## config.mk

```make
export PLATFORM = sky130hd
export DESIGN_NAME = evt_accel_seq
export DESIGN_NICKNAME = d
export VERILOG_FILES = /design/src/rtl/evt_seq_pkg.sv /design/src/rtl/evt_sync_edge.sv /design/src/rtl/evt_start_queue.sv /design/src/rtl/evt_job_fsm.sv /design/src/rtl/evt_accel_seq.sv
export SDC_FILE = /design/constraint.sdc
export NUM_CORES = 1
export LEC_CHECK = 0
export BUFFER_PORTS_ARGS = -buffer_cell sky130_fd_sc_hd__buf_2
export CORE_MARGIN = 2
export CORE_UTILIZATION = 40
export DETAILED_ROUTE_END_ITERATION = 8
export PLACE_DENSITY = 0.72
export SLEW_MARGIN = 20
export SYNTH_ARGS = -nofsm -noshare
export SYNTH_HDL_FRONTEND = slang
export SYNTH_HIERARCHICAL = 1
export SYNTH_SLANG_ARGS = --single-unit
```

## constraint.sdc

```tcl
create_clock -name clk -period 4.6 [get_ports clk]
set_clock_uncertainty 0.1 [all_clocks]
set_input_delay 0.46 -clock clk [delete_from_list [all_inputs] [get_ports clk]]
set_output_delay 0.46 -clock clk [all_outputs]
set_load 0.02 [all_outputs]
```

## src/rtl/evt_seq_pkg.sv

```systemverilog
package evt_seq_pkg;

  typedef enum logic [2:0] {
    ST_IDLE = 3'd0,
    ST_FETCH = 3'd1,
    ST_PROC = 3'd2,
    ST_WB = 3'd3,
    ST_SIG = 3'd4
  } seq_state_e;

  // Word address: base plus index, wrapping at the caller's width (AW <= 32).
  function automatic logic [31:0] word_addr(input logic [31:0] base, input logic [31:0] idx);
    return base + idx;
  endfunction

  // A level change between two samples marks one event.
  function automatic logic level_changed(input logic cur, input logic prev);
    return cur ^ prev;
  endfunction

endpackage

```

## src/rtl/evt_sync_edge.sv

```systemverilog
module evt_sync_edge import evt_seq_pkg::*; (
  input  logic clk,
  input  logic rst_n,
  input  logic async_i,
  output logic evt_o
);
  logic meta_q, sync_q, prev_q;

  always_ff @(posedge clk) begin
    if (!rst_n) begin
      meta_q <= 1'b0;
      sync_q <= 1'b0;
      prev_q <= 1'b0;
    end else begin
      meta_q <= async_i;
      sync_q <= meta_q;
      prev_q <= sync_q;
    end
  end

  // both directions count
  assign evt_o = level_changed(sync_q, prev_q);

endmodule

```

## src/rtl/evt_start_queue.sv

```systemverilog
module evt_start_queue (
  input  logic clk,
  input  logic rst_n,
  input  logic start_evt_i,
  input  logic busy_i,
  output logic go_o,
  output logic ovf_o
);
  logic pend_q, ovf_q;

  assign go_o  = !busy_i && (pend_q || start_evt_i);
  assign ovf_o = ovf_q;

  always_ff @(posedge clk) begin
    if (!rst_n) begin
      pend_q <= 1'b0;
      ovf_q  <= 1'b0;
    end else if (busy_i) begin
      if (start_evt_i) begin
        if (pend_q) ovf_q <= 1'b1;
        else        pend_q <= 1'b1;
      end
    end else begin
      // idle: the slot is consumed; a coincident fresh request refills it
      pend_q <= pend_q && start_evt_i;
    end
  end

  p_pend_take_r8: assert property (@(posedge clk) disable iff (!rst_n)
    busy_i && start_evt_i && !pend_q |=> pend_q);
  p_no_overflow_r9: assert property (@(posedge clk) disable iff (!rst_n)
    busy_i && start_evt_i && pend_q |=> ovf_q);
  p_ovf_sticky_r9: assert property (@(posedge clk) disable iff (!rst_n)
    ovf_q |=> ovf_q);

endmodule

```

## src/rtl/evt_job_fsm.sv

```systemverilog
module evt_job_fsm import evt_seq_pkg::*; #(
  parameter int AW   = 16,
  parameter int DW   = 16,
  parameter int CW   = 4,
  parameter int NCPU = 2
) (
  input  logic            clk,
  input  logic            rst_n,
  input  logic            go_i,
  input  logic [AW-1:0]   cfg_src_i,
  input  logic [CW-1:0]   cfg_cnt_i,
  input  logic [AW-1:0]   cfg_dst_i,
  output logic            rd_req_o,
  output logic [AW-1:0]   rd_addr_o,
  input  logic            rd_ready_i,
  input  logic            rd_valid_i,
  input  logic [DW-1:0]   rd_data_i,
  output logic            dp_in_valid_o,
  output logic [CW-1:0]   dp_in_idx_o,
  output logic [DW-1:0]   dp_in_data_o,
  input  logic            dp_done_i,
  output logic [CW-1:0]   dp_res_idx_o,
  input  logic [DW-1:0]   dp_res_data_i,
  output logic            wr_req_o,
  output logic [AW-1:0]   wr_addr_o,
  output logic [DW-1:0]   wr_data_o,
  input  logic            wr_ready_i,
  input  logic [NCPU-1:0] wfe_stby_i,
  output logic [2:0]      state_o,
  output logic            evt_in_o,
  output logic [NCPU-1:0] wake_mask_o,
  output logic            stby_miss_o
);
  seq_state_e st_q, st_d;
  logic [AW-1:0]   src_q, dst_q;
  logic [CW-1:0]   last_q, idx_q;
  logic            rd_wait_q, evt_q, miss_q;
  logic [NCPU-1:0] wake_q;

  // named internal events
  logic at_last, rd_fire, rd_ret, wr_fire, sig_enter, job_start;
  assign at_last   = (idx_q == last_q);
  assign job_start = (st_q == ST_IDLE) && go_i;
  assign rd_fire   = rd_req_o && rd_ready_i;
  assign rd_ret    = (st_q == ST_FETCH) && rd_wait_q && rd_valid_i;
  assign wr_fire   = wr_req_o && wr_ready_i;
  assign sig_enter = wr_fire && at_last;

  assign rd_req_o      = (st_q == ST_FETCH) && !rd_wait_q;
  assign rd_addr_o     = AW'(word_addr(32'(src_q), 32'(idx_q)));
  assign dp_in_valid_o = rd_ret;
  assign dp_in_idx_o   = idx_q;
  assign dp_in_data_o  = rd_data_i;
  assign wr_req_o      = (st_q == ST_WB);
  assign wr_addr_o     = AW'(word_addr(32'(dst_q), 32'(idx_q)));
  assign dp_res_idx_o  = idx_q;
  assign wr_data_o     = dp_res_data_i;
  assign state_o       = st_q;
  assign evt_in_o      = evt_q;
  assign wake_mask_o   = wake_q;
  assign stby_miss_o   = miss_q;

  always_comb begin
    st_d = st_q;
    case (st_q)
      ST_IDLE:  if (go_i) st_d = ST_FETCH;
      ST_FETCH: if (rd_ret && at_last) st_d = ST_PROC;
      ST_PROC:  if (dp_done_i) st_d = ST_WB;
      ST_WB:    if (sig_enter) st_d = ST_SIG;
      ST_SIG:   st_d = ST_IDLE;
      default:  st_d = ST_IDLE;
    endcase
  end

  always_ff @(posedge clk) begin
    if (!rst_n) begin
      st_q      <= ST_IDLE;
      src_q     <= '0;
      dst_q     <= '0;
      last_q    <= '0;
      idx_q     <= '0;
      rd_wait_q <= 1'b0;
      evt_q     <= 1'b0;
      miss_q    <= 1'b0;
      wake_q    <= '0;
    end else begin
      st_q <= st_d;
      if (job_start) begin            // capture configuration once
        src_q     <= cfg_src_i;
        dst_q     <= cfg_dst_i;
        last_q    <= cfg_cnt_i;
        idx_q     <= '0;
        rd_wait_q <= 1'b0;
      end
      if (rd_fire) rd_wait_q <= 1'b1;
      if (rd_ret) begin
        rd_wait_q <= 1'b0;
        idx_q     <= at_last ? '0 : idx_q + 1'b1;
      end
      if (wr_fire) idx_q <= at_last ? '0 : idx_q + 1'b1;
      if (sig_enter) begin
        evt_q  <= ~evt_q;
        wake_q <= wfe_stby_i;
        if (wfe_stby_i == '0) miss_q <= 1'b1;
      end
    end
  end

  p_cfg_hold_r2: assert property (@(posedge clk) disable iff (!rst_n)
    (st_q != ST_IDLE) && ($past(st_q) != ST_IDLE) |->
      $stable(src_q) && $stable(dst_q) && $stable(last_q));
  p_one_read_r3: assert property (@(posedge clk) disable iff (!rst_n)
    rd_fire |=> !rd_req_o);
  p_no_write_proc_r4: assert property (@(posedge clk) disable iff (!rst_n)
    (st_q == ST_PROC) |-> !wr_req_o);
  p_wr_hold_r5: assert property (@(posedge clk) disable iff (!rst_n)
    wr_req_o && !wr_ready_i |=> wr_req_o && $stable(wr_addr_o));
  p_toggle_in_sig_r6: assert property (@(posedge clk) disable iff (!rst_n)
    (evt_q != $past(evt_q)) |-> (st_q == ST_SIG));
  p_sig_one_cycle_r7: assert property (@(posedge clk) disable iff (!rst_n)
    (st_q == ST_SIG) |=> (st_q == ST_IDLE));
  p_miss_sticky_r10: assert property (@(posedge clk) disable iff (!rst_n)
    miss_q |=> miss_q);

endmodule

```

## src/rtl/evt_accel_seq.sv

```systemverilog
module evt_accel_seq import evt_seq_pkg::*; #(
  parameter int AW   = 16,
  parameter int DW   = 16,
  parameter int CW   = 4,
  parameter int NCPU = 2
) (
  input  logic            clk,
  input  logic            rst_n,
  input  logic            sev_tgl_i,
  input  logic [NCPU-1:0] wfe_stby_i,
  input  logic [NCPU-1:0] wfi_stby_i,
  input  logic [AW-1:0]   cfg_src_i,
  input  logic [CW-1:0]   cfg_cnt_i,
  input  logic [AW-1:0]   cfg_dst_i,
  output logic            rd_req_o,
  output logic [AW-1:0]   rd_addr_o,
  input  logic            rd_ready_i,
  input  logic            rd_valid_i,
  input  logic [DW-1:0]   rd_data_i,
  output logic            dp_in_valid_o,
  output logic [CW-1:0]   dp_in_idx_o,
  output logic [DW-1:0]   dp_in_data_o,
  input  logic            dp_done_i,
  output logic [CW-1:0]   dp_res_idx_o,
  input  logic [DW-1:0]   dp_res_data_i,
  output logic            wr_req_o,
  output logic [AW-1:0]   wr_addr_o,
  output logic [DW-1:0]   wr_data_o,
  input  logic            wr_ready_i,
  output logic            evt_in_o,
  output logic [2:0]      state_o,
  output logic [NCPU-1:0] wake_mask_o,
  output logic            stby_miss_o,
  output logic            ovf_o,
  output logic [NCPU-1:0] wfi_stby_o
);
  logic start_evt, go, busy;
  logic [NCPU-1:0] wfi_q;

  assign busy       = (state_o != ST_IDLE);
  assign wfi_stby_o = wfi_q;

  evt_sync_edge u_sync (
    .clk(clk), .rst_n(rst_n), .async_i(sev_tgl_i), .evt_o(start_evt)
  );

  evt_start_queue u_queue (
    .clk(clk), .rst_n(rst_n), .start_evt_i(start_evt), .busy_i(busy),
    .go_o(go), .ovf_o(ovf_o)
  );

  evt_job_fsm #(.AW(AW), .DW(DW), .CW(CW), .NCPU(NCPU)) u_fsm (
    .clk(clk), .rst_n(rst_n), .go_i(go),
    .cfg_src_i(cfg_src_i), .cfg_cnt_i(cfg_cnt_i), .cfg_dst_i(cfg_dst_i),
    .rd_req_o(rd_req_o), .rd_addr_o(rd_addr_o), .rd_ready_i(rd_ready_i),
    .rd_valid_i(rd_valid_i), .rd_data_i(rd_data_i),
    .dp_in_valid_o(dp_in_valid_o), .dp_in_idx_o(dp_in_idx_o), .dp_in_data_o(dp_in_data_o),
    .dp_done_i(dp_done_i), .dp_res_idx_o(dp_res_idx_o), .dp_res_data_i(dp_res_data_i),
    .wr_req_o(wr_req_o), .wr_addr_o(wr_addr_o), .wr_data_o(wr_data_o), .wr_ready_i(wr_ready_i),
    .wfe_stby_i(wfe_stby_i), .state_o(state_o), .evt_in_o(evt_in_o),
    .wake_mask_o(wake_mask_o), .stby_miss_o(stby_miss_o)
  );

  // report-only copy of the wait-for-interrupt levels
  always_ff @(posedge clk) begin
    if (!rst_n) wfi_q <= '0;
    else        wfi_q <= wfi_stby_i;
  end

  p_go_only_idle_r1: assert property (@(posedge clk) disable iff (!rst_n)
    go |=> (state_o == ST_FETCH));

endmodule

```

==> qor.txt <==
======================================================================================
CTS Buffer Depth ........................................................            2
Deepest level of the CTS H-tree .........................................            2
CP max FO ...............................................................            9
Horiz. Die Dim ..........................................................      92.9 µm
Max-cap check violation count ...........................................            0
Floorplan die area ......................................................     8620 µm²
Power density over the cells ............................................   304 nW/µm²
Hold Crit Endpoint ...................................................... wfi_stby_o[0]$_SDFF_PN0_
Overall power of the completed layout ...................................    0.00107 W
Depth of the worst register-to-register path ............................            7
Endpoint type of the worst setup path ...................................  output port
Syn Nets ................................................................          482
Weighted congestion at the end of routability-driven global placement ...        0.844
Root Buffer Master ...................................................... sky130_fd_sc_hd__clkbuf_8
Tot GR Track Use ........................................................        0.168
Proportion of netlist area held by the largest area contributor .........        0.349
Smallest setup slack after layout .......................................      1.44 ns
Synthesis Warnings ......................................................            6
# port buffers ..........................................................           99
Post-synthesis cell type with the largest combined area ................. sky130_fd_sc_hd__dfxtp_1
Share of layout cells above drive strength 1 ............................        0.274
Maximum ir drop on the vdd rail .........................................       116 µV
CTS Hold Buffers Added ..................................................            0
Netlist area before placement ...........................................     3160 µm²
Clock buffer count from CTS .............................................            5
Number of design rule violations left after detail routing ..............            0
Worst slack at placement ................................................      1.79 ns
Number of synthesized flops with an enable pin ..........................            0
Routed Antenna Nets .....................................................            0
FP Rows .................................................................           32
Global-route wire length before repair ..................................      11.7 mm
Wire length after detailed routing ......................................      7.44 mm
Worst flop-to-flop path startpoint ...................................... u_fsm/state_o[1]$_SDFFE_PN0P_
Total number of vias ....................................................         2759
Worst Setup Path Type ...................................................      reg2out
Utilization after layout ................................................        0.459
Main flop type after synthesis .......................................... sky130_fd_sc_hd__dfxtp_1
Residual overflow from global routing ...................................            0
Half-perimeter wire length after placement ..............................      5.54 mm
Top cells by instance count after synthesis ............................. sky130_fd_sc_hd__nand2_1 (91), sky130_fd_sc_hd__dfxtp_1 (55), sky130_fd_sc_hd__a21oi_1 (47)
Slew @ Worst Pin ........................................................     0.849 ns
Most used standard cell by instance count after synthesis ............... sky130_fd_sc_hd__nand2_1
Clk sink count ..........................................................           55
Number of buffers added for setup after CTS .............................            0
Area grow syn2layout ....................................................        11.6%
Run status .............................................................. finished clean
Number of register bits inferred by synthesis ...........................           55
Netlist cell types ......................................................           50
CTS resizes .............................................................            0
Setup repair after global routing missed its margin .....................           no
Post-synthesis async set-or-reset flop share ............................            0
Kind of start point of the critical path ................................         flop
Number of max-slew violations in the final report .......................            0
Starting Density ........................................................        0.411
Hold Violations, Final ..................................................            0
Vias in the first global route ..........................................         2509
Core Area ...............................................................     7690 µm²
Die Height ..............................................................      92.9 µm
Post-layout nets ........................................................          538
Count of TritonRoute iterations in the first routing pass ...............            4
Portion of the post-synthesis area used by sequential elements ..........        0.349
Top area cells in the synthesized netlist ............................... sky130_fd_sc_hd__dfxtp_1 (35%), sky130_fd_sc_hd__nand2_1 (11%), sky130_fd_sc_hd__buf_4 (10%), sky130_fd_sc_hd__a21oi_1 (7.4%), sky130_fd_sc_hd__xnor2_1 (4.7%)
Type of the most critical hold path .....................................       in2reg
Arrival @ worst endpoint ................................................      2.60 ns
Total setup violations reported at the end of the flow ..................            0
Maximum clock frequency .................................................      316 MHz
Hold Path Stages ........................................................            2
Capture point of the worst reg-to-reg path .............................. u_fsm/rd_wait_q$_SDFFE_PP0P_
Synthesized instance count ..............................................          392
Clk_lat worst skew ......................................................      0.31 ns
Initial DRC count .......................................................          142
Average routed wire per standard cell ...................................      13.5 µm
Clock slew at the register clock pins of the worst setup and hold paths .      0.10 ns
Number of vias per cell .................................................         5.00
Avg Inst Size Synth .....................................................     8.06 µm²
Initial antenna violation count .........................................            1
Required time worst endpoint ............................................      4.04 ns
I/O pin total ...........................................................          164
Hold wc startpoint ...................................................... wfi_stby_i[0]
CTS tree ................................................................        built
Hold_ws .................................................................     0.241 ns
Normalized max-slew margin ..............................................        0.431
Sum of negative setup slack .............................................         0 ns
Final worst path period share ...........................................        0.687
Period minus WS final ...................................................      3.16 ns
Leakage power summed over all cells .....................................      1.59 nW
Worst reg-to-reg setup slack ............................................      1.88 ns
Largest net degree at the start of global routing .......................           47
======================================================================================
## sequential cells by signal, indices dropped and copies added (netlist names)
name               cells
u_sync/sync_q          1
u_fsm/dp_in_idx_o      4
u_queue/ovf_o          1
u_fsm/evt_in_o         1
u_fsm/stby_miss_o      1
u_fsm/state_o          3
u_fsm/src_q           16
u_sync/meta_q          1
u_fsm/wake_mask_o      2
u_fsm/rd_wait_q        1
wfi_stby_o             2
u_fsm/last_q           4
u_queue/pend_q         1
u_fsm/dst_q           16
u_sync/prev_q          1
## critical path: stages, from the launching register on
cell	delay [ns]
sky130_fd_sc_hd__dfxtp_1	0.51
sky130_fd_sc_hd__ha_1	0.26
sky130_fd_sc_hd__inv_1	0.06
sky130_fd_sc_hd__fa_1	0.40
sky130_fd_sc_hd__nor2b_1	0.12
sky130_fd_sc_hd__o21ai_0	0.23
sky130_fd_sc_hd__a211oi_1	0.36
sky130_fd_sc_hd__xor2_1	0.17
sky130_fd_sc_hd__buf_2	0.18
## layout make-up
type,instances,area [µm²]
Clock inverter,2,16.3
Antenna cell,1,2.50
Sequential cell,55,1100
Fill cell,809,4160
Clock buffer,6,82.6
Tap cell,102,128
Timing Repair Buffer,100,503
Multi-Input combinational cell,277,1660
Inverter,9,33.8
## report_power, final
group	switching [W]	total, W	internal (W)
registers	0.0000382	0.000547	0.000509
clock network	0.000158	0.000281	0.000123
logic	0.000152	0.000245	0.0000932
total	0.000348	0.00107	0.000726
## worst max path at each step
stage | to | depth (start not counted) | start | slack [ns]
final | wr_addr_o[10] | 8 | u_fsm/dp_in_idx_o[0]$_SDFFE_PN0P_ | 1.44
after global routing | wr_addr_o[14] | 8 | u_fsm/dp_in_idx_o[0]$_SDFFE_PN0P_ | 1.17
after CTS | wr_addr_o[10] | 8 | u_fsm/dp_in_idx_o[0]$_SDFFE_PN0P_ | 1.42
after floorplan | wr_addr_o[10] | 7 | u_fsm/dp_in_idx_o[0]$_SDFFE_PN0P_ | 1.83
after global placement | wr_addr_o[10] | 7 | u_fsm/dp_in_idx_o[1]$_SDFFE_PN0P_ | 1.83
after detailed placement | wr_addr_o[10] | 8 | u_fsm/dp_in_idx_o[0]$_SDFFE_PN0P_ | 1.79
## metal layers
metal / GRT usage / wire length (µm) / vias to the layer above
li1: - / - / 1395
met1: 0.225 / 3350 / 1242
met2: 0.266 / 3410 / 101
met3: 0.0382 / 546 / 21
met4: 0.0576 / 127 / 0
met5: 0 / 0 / -
## cell usage in the layout (no fill, tap or decap), types with 2 or more instances in the layout
cell type,Yosys,routed
sky130_fd_sc_hd__a31oi_1,3,3
sky130_fd_sc_hd__fa_1,2,2
sky130_fd_sc_hd__clkbuf_8,0,6
sky130_fd_sc_hd__o221ai_1,2,2
sky130_fd_sc_hd__ha_1,9,9
sky130_fd_sc_hd__nand2_1,91,91
sky130_fd_sc_hd__nor2b_1,2,2
sky130_fd_sc_hd__xor2_1,15,15
sky130_fd_sc_hd__nand3_1,13,13
sky130_fd_sc_hd__o21ai_0,8,8
sky130_fd_sc_hd__and3_1,4,4
sky130_fd_sc_hd__and4_1,2,2
sky130_fd_sc_hd__dfxtp_1,55,55
sky130_fd_sc_hd__nand3b_1,2,2
sky130_fd_sc_hd__or3_1,3,3
sky130_fd_sc_hd__nor3_1,3,3
sky130_fd_sc_hd__nand4_1,6,6
sky130_fd_sc_hd__a211oi_1,5,5
sky130_fd_sc_hd__nand4b_1,2,2
sky130_fd_sc_hd__a21oi_1,47,47
sky130_fd_sc_hd__buf_2,3,99
sky130_fd_sc_hd__nor3b_1,3,3
sky130_fd_sc_hd__and2_1,4,4
sky130_fd_sc_hd__xnor2_1,17,17
sky130_fd_sc_hd__inv_1,8,8
sky130_fd_sc_hd__o21ai_1,2,2
sky130_fd_sc_hd__nor4b_2,2,2
sky130_fd_sc_hd__nor2_1,12,12
## logic make-up after synthesis
family	after synthesis	share of synthesized area
XOR/XNOR	32	0.0887
buffers and inverters	60	0.126
AO/OA/AOI/OAI	74	0.135
flip-flops	55	0.349
adder cells (fa/ha/maj)	11	0.0483
AND/OR/NAND/NOR	160	0.253
## per-stage QoR
stage               cell area, µm²  std cells
floorplan                     3160        392
global placement              3420        543
detailed placement            3420        543
CTS                           3520        551
global route                  3520        551
finish                        3530        552
(Power assumes the default switching activity.)
